$ cat config.mk
export PLATFORM = sky130hd
export DESIGN_NAME = markerDelayLine
export DESIGN_NICKNAME = d
export VERILOG_FILES = /design/src/rtl/markerDelayPkg.sv /design/src/rtl/markerDelayCtrl.sv /design/src/rtl/markerDelayChain.sv /design/src/rtl/markerFallLaunch.sv /design/src/rtl/markerDelayLine.sv
export SDC_FILE = /design/constraint.sdc
export NUM_CORES = 1
export LEC_CHECK = 0
export ABC_AREA = 1
export BUFFER_PORTS_ARGS = -buffer_cell sky130_fd_sc_hd__buf_2
export CORE_MARGIN = 4
export CORE_UTILIZATION = 60
export CTS_CLUSTER_SIZE = 10
export DETAILED_ROUTE_END_ITERATION = 10
export MAX_ROUTING_LAYER = met4
export PLACE_DENSITY = 0.78
export SLEW_MARGIN = 20
export SYNTH_ARGS = -nofsm -noshare
export SYNTH_HDL_FRONTEND = slang
export SYNTH_SLANG_ARGS = --single-unit
$ cat constraint.sdc
create_clock -name clk -period 1.55 [get_ports clk]
set_clock_uncertainty 0.1 [all_clocks]
set_input_delay 0.2325 -clock clk [delete_from_list [all_inputs] [get_ports clk]]
set_output_delay 0.2325 -clock clk [all_outputs]
set_load 0.02 [all_outputs]
$ cat src/rtl/markerDelayPkg.sv
package markerDelayPkg;
  localparam int unsigned MARK_COUNT = 5;
  localparam int unsigned LINK_TAP   = 2;
  localparam int unsigned TRIG_TAP   = 25;

  // strobes handed from control to datapath, one per clock edge domain
  typedef struct packed {
    logic clearRise;
    logic clearFall;
  } ctrlStrobe_t;
endpackage

$ cat src/rtl/markerDelayCtrl.sv
module markerDelayCtrl
  import markerDelayPkg::*;
(
  input  logic        rst,
  output ctrlStrobe_t strobe
);
  // the synchronous reset is sampled separately by each edge domain
  always_comb begin
    strobe.clearRise = rst;
    strobe.clearFall = rst;
  end
endmodule

$ cat src/rtl/markerDelayChain.sv
module markerDelayChain #(
  parameter int unsigned markWidth  = 5,
  parameter int unsigned linkTap    = 2,
  parameter int unsigned chainDepth = 24
) (
  input  logic                 clk,
  input  logic                 clearStages,
  input  logic [markWidth-1:0] markIn,
  output logic [markWidth-1:0] linkMark,
  output logic [markWidth-1:0] chainTail
);
  logic [markWidth-1:0] stage [chainDepth];

  for (genvar i = 0; i < chainDepth; i++) begin : g_stage
    if (i == 0) begin : g_head
      always_ff @(posedge clk) begin
        if (clearStages) stage[i] <= '0;
        else             stage[i] <= markIn;
      end
    end else begin : g_body
      always_ff @(posedge clk) begin
        if (clearStages) stage[i] <= '0;
        else             stage[i] <= stage[i-1];
      end
    end
  end

  assign linkMark  = stage[linkTap-1];
  assign chainTail = stage[chainDepth-1];
endmodule

$ cat src/rtl/markerFallLaunch.sv
module markerFallLaunch #(
  parameter int unsigned markWidth = 5
) (
  input  logic                 clk,
  input  logic                 clearOut,
  input  logic [markWidth-1:0] chainTail,
  output logic [markWidth-1:0] trigMark
);
  always_ff @(negedge clk) begin
    if (clearOut) trigMark <= '0;
    else          trigMark <= chainTail;
  end
endmodule

$ cat src/rtl/markerDelayLine.sv
module markerDelayLine
  import markerDelayPkg::*;
#(
  parameter int unsigned markWidth = MARK_COUNT,
  parameter int unsigned linkTap   = LINK_TAP,
  parameter int unsigned trigTap   = TRIG_TAP
) (
  input  logic                 clk,
  input  logic                 rst,
  input  logic [markWidth-1:0] markIn,
  output logic [markWidth-1:0] linkMark,
  output logic [markWidth-1:0] trigMark
);
  // the falling-edge launch register supplies the last tick of the long tap
  localparam int unsigned chainDepth = trigTap - 1;

  ctrlStrobe_t          strobe;
  logic [markWidth-1:0] chainTail;

  markerDelayCtrl u_ctrl (
    .rst    (rst),
    .strobe (strobe)
  );

  markerDelayChain #(
    .markWidth  (markWidth),
    .linkTap    (linkTap),
    .chainDepth (chainDepth)
  ) u_chain (
    .clk         (clk),
    .clearStages (strobe.clearRise),
    .markIn      (markIn),
    .linkMark    (linkMark),
    .chainTail   (chainTail)
  );

  markerFallLaunch #(
    .markWidth (markWidth)
  ) u_launch (
    .clk       (clk),
    .clearOut  (strobe.clearFall),
    .chainTail (chainTail),
    .trigMark  (trigMark)
  );
endmodule

; ---- After elaboration in Yosys (flattened, before gate mapping)
; Memory sizes are Yosys's and may differ from the RTL's. A register that Yosys moved wholly into a read port is not among the register bits.
; Cells that the tools add are included.
[op_classes]
muxes = 27
n_bitwise = 24
[op_table]
columns = op, n
row1 = two-way mux 5 bit, 24
row2 = bitwise OR 1 bit, 24
row3 = two-way mux 1 bit, 3
[word_totals]
register_bits = 0
ramBits = 120
in_bits = 7
output_inout_bits = 10
wordCells = 52
memories = 1
[mem_list]
columns = name, words, width, rd, rd_ports_with_merged_regs, write_ports, line
row1 = u_chain.stage, 24, 5, 24, 1, 24, markerDelayChain.sv:12  ; logic [markWidth-1:0] stage [chainDepth];

; ---- Depth between registers and ports, before layout
[logic_depth]
ltp_word = 3
mapped_depth = 4
mapped_depth_nobuf = 2

; ---- Hierarchy
; From an unflattened synthesis, not the netlist that was laid out.
[unflattened]
cells_unflattened = 401
area_unflattened_um2 = 3668.5
[by_module_without_submodules]
columns = mod, instances, cells_per_inst, area_per_inst_um2, seq_area_each_um2
row1 = markerDelayChain, 1, 383, 3512.1, 2402.3
row2 = markerFallLaunch, 1, 16, 141.4, 100.1
row3 = markerDelayCtrl, 1, 2, 15.0, 0.0

==> impl_summary.txt <==
----------------------------------------------------
[Outcome]
  Run status ... finished, violations left
  Violated checks ... setup timing

[Placement]
  Placement-stage cell area ... 3720 um2
  Place WS ... 0.00263 ns
  Dpl cells ... 469
  RD Place Congestion ... 0.668
  Number of buffers added on ports ... 16
  Half-perimeter wire length after detailed placement ... 2.24 mm

[Yosys]
  Simple-gate share of the synthesized area ... 0.150
  Per-instance average area after synthesis ... 9.33 um2
  #FFs+latches synth ... 125
  Main combinational cell family by area after synthesis ... buffers and inverters
  Multiplexer share of the synthesized area ... 0
  Post-synthesis adder-cell area fraction ... 0
  Proportion of synthesized chip area in sequential cells ... 0.688
  Most area-consuming cells after synthesis ... dfxtp_1 (69%), inv_1 (13%), nor2_1 (12%)
  Number of warnings issued by yosys ... 0
  Largest area contributor in the netlist ... dfxtp_1
  Count of unique library cells instantiated by Yosys ... 7
  Cell Area, Synth ... 3640 um2
  Post-Synthesis Cells ... 390
  Syn Nets ... 397
  Post-synthesis xor/xnor area fraction ... 0
  Share of the synthesized area in compound gates (AO/OA/AOI/OAI) ... 0
  Fraction of post-synthesis cell area in the top cell type by area ... 0.688

[Floorplan]
  Starting Density ... 0.618
  Placement row count ... 28
  Die Height ... 85.9 um
  Placeable Area ... 5890 um2
  Die area ... 7370 um2
  DIE WIDTH ... 85.9 um
  Count of boundary I/O pins ... 17

[Clock tree]
  CTS Buf Count ... 17
  Maximum buffer depth of the clock tree ... 2
  H-tree lvl count ... 4
  CTS Root Buffer Type ... clkbuf_8
  Sink count of the clock tree ... 125
  Clock slew seen by the registers of the worst setup and hold paths ... 0.05 ns
  Post-CTS setup-driven buffer insertion count ... 0
  Insertion delay to the later sink of the worst-skew pair ... 0.50 ns
  TritonCTS clock tree ... yes

[Global route]
  First-pass GRT wire length ... 7.69 mm
  Total global routing track utilization ... 0.144
  Remaining Overflow, GRT ... 0
  Largest net degree at the start of global routing ... 105
  Via count of the first global-routing pass ... 1,965
  Antenna violations before repair ... 0

[STA]
  Final setup violation count ... 5
  Max-slew violation count ... 0
  Pin slew with the least headroom to its limit ... 0.469 ns
  Final hold slack ... 0.0818 ns
  Headroom to the max-slew limit ... 0.688
  Setup repair after global routing missed its margin ... yes
  Sum of negative setup slack ... -2.30 ns
  Setup slack of the critical path after layout ... -0.467 ns
  Number of failing hold endpoints at the final stage ... 0

[Final layout]
  Layout overhead on the synthesized area ... 19.5%
  Share of layout cells above drive strength 1 ... 0.128
  Final instance area ... 4350 um2
  Layout net count ... 429
  Total of fill cells in the finished design ... 377
  Non-filler instance count after layout ... 506
  Antenna cell count ... 0

[Route]
  Post-detailed-routing wire length ... 4.28 mm
  Router iterations before antenna repair ... 4
  Antenna violation net count after detailed routing ... 0
  Count of vias placed by the detailed router ... 2,025
  Remaining routing DRC violations ... 0
  Via/cell ratio ... 4.00
  Average routed wire per standard cell ... 8.45 um
  Initial drt markers ... 112

[Worst setup path]
  Cell Chain, Critical Path ... buf_6
  CP max stage delay ... 0.31 ns
  Endpoint required time on the critical path ... 1.22 ns
  Critical Path Start Type ... register
  Worst path buffer plus inverter count ... 1
  Crit-path leading delay family ... flip-flops
  Data arrival, critical path ... 1.68 ns
  Critical path fanouts, max ... 1
  Slowest cell on crit path ... dfxtp_2
  Path type of the worst setup path ... register to output pin
  Crit end category ... output pin

[Power and ir drop]
  Power per Cell Area ... 1570 nW/um2
  IR Drop Worst-Case VDD ... 0.992 mV
  Leakage ... 1.76 nW

[Worst hold path]
  Worst hold path type ... primary input to register

[Run]
  Max-cap violations ... 0

----------------------------------------------------
## Yosys cell counts (all sizes together)
cell,count
buf,14
dfxtp,125
inv,126
nor2,125
## logic make-up (layout without fill, tap and decap cells)
family,after synthesis,count (layout)
buffers and inverters,140,181
flip-flops,125,125
AND/OR/NAND/NOR,125,125
## power breakdown
group          total (W)  switching, W  internal [W]
Combinational   0.000107     0.0000739     0.0000334
Clock            0.00347       0.00120       0.00227
Sequential       0.00325    0.00000608       0.00324
## worst min-delay path: stages
cell and delay, ns:
buf_4 0.13, buf_4 0.21, nor2_1 0.06
## layout make-up
cell class / count / area, um2 / share of cell area
Inverter: 125 / 469 / 0.108
Clock buffer: 27 / 492 / 0.113
Clock inverter: 6 / 48.8 / 0.0112
Sequential cell: 125 / 2510 / 0.577
Multi-Input combinational cell: 125 / 544 / 0.125
Tap cell: 75 / 93.8 / 0.0216
Timing Repair Buffer: 23 / 191 / 0.0440
## path summary, 6_finish.rpt
| path | start | endpoint | slack [ns] | depth (start not counted) |
|---|---|---|---|---|
| setup / recovery | u_launch.trigMark[2] | trigMark[2] | -0.47 | 1 |
| hold reg to reg | u_chain.stage[10][4] | u_chain.stage[11][4] | 0.30 | 2 |
| hold / removal | rst | u_chain.stage[23][2] | 0.08 | 3 |
| setup reg to reg | u_chain.stage[23][4] | u_launch.trigMark[4] | 0.15 | 2 |
## what timing repair did
action | in CTS | in global routing
gates resized for setup | 15 | 0
pin swaps | 0 | 0
hold endpoints to repair | 5 | 0
setup endpoints to repair | 5 | 5
hold buffers | 5 | 0
## layout by cell type, fill, tap and decap left out
cell type | synthesis | routed
inv_1 | 126 | 130
dfxtp_1 | 125 | 120
nor2_1 | 115 | 115
clkbuf_16 | 0 | 16
nor2_4 | 10 | 10
buf_2 | 7 | 10
clkbuf_1 | 0 | 6
clkbuf_8 | 0 | 5
dlygate4sd3_1 | 0 | 5
buf_6 | 6 | 5
dfxtp_2 | 0 | 5
buf_4 | 0 | 2
bufinv_16 | 0 | 1
buf_12 | 0 | 1
## state kept, by name (all words and copies together), names as in the netlist
register and cells:
u_chain.stage 120, u_launch.trigMark 5
## per-stage QoR
stage	util	power (W)
after floorplan	-	0.00343
after global placement	0.633	0.00343
after detailed placement	0.633	0.00343
after CTS	0.739	0.00690
after global routing	0.739	0.00708
final	0.739	0.00682
## routing by layer
layer | wire, um | global-route usage
met1 | 1920 | 0.140
met5 | 0 | -
met3 | 192 | 0.0720
met2 | 2070 | 0.224
met4 | 96 | 0.0964
(Power assumes the default switching activity.)
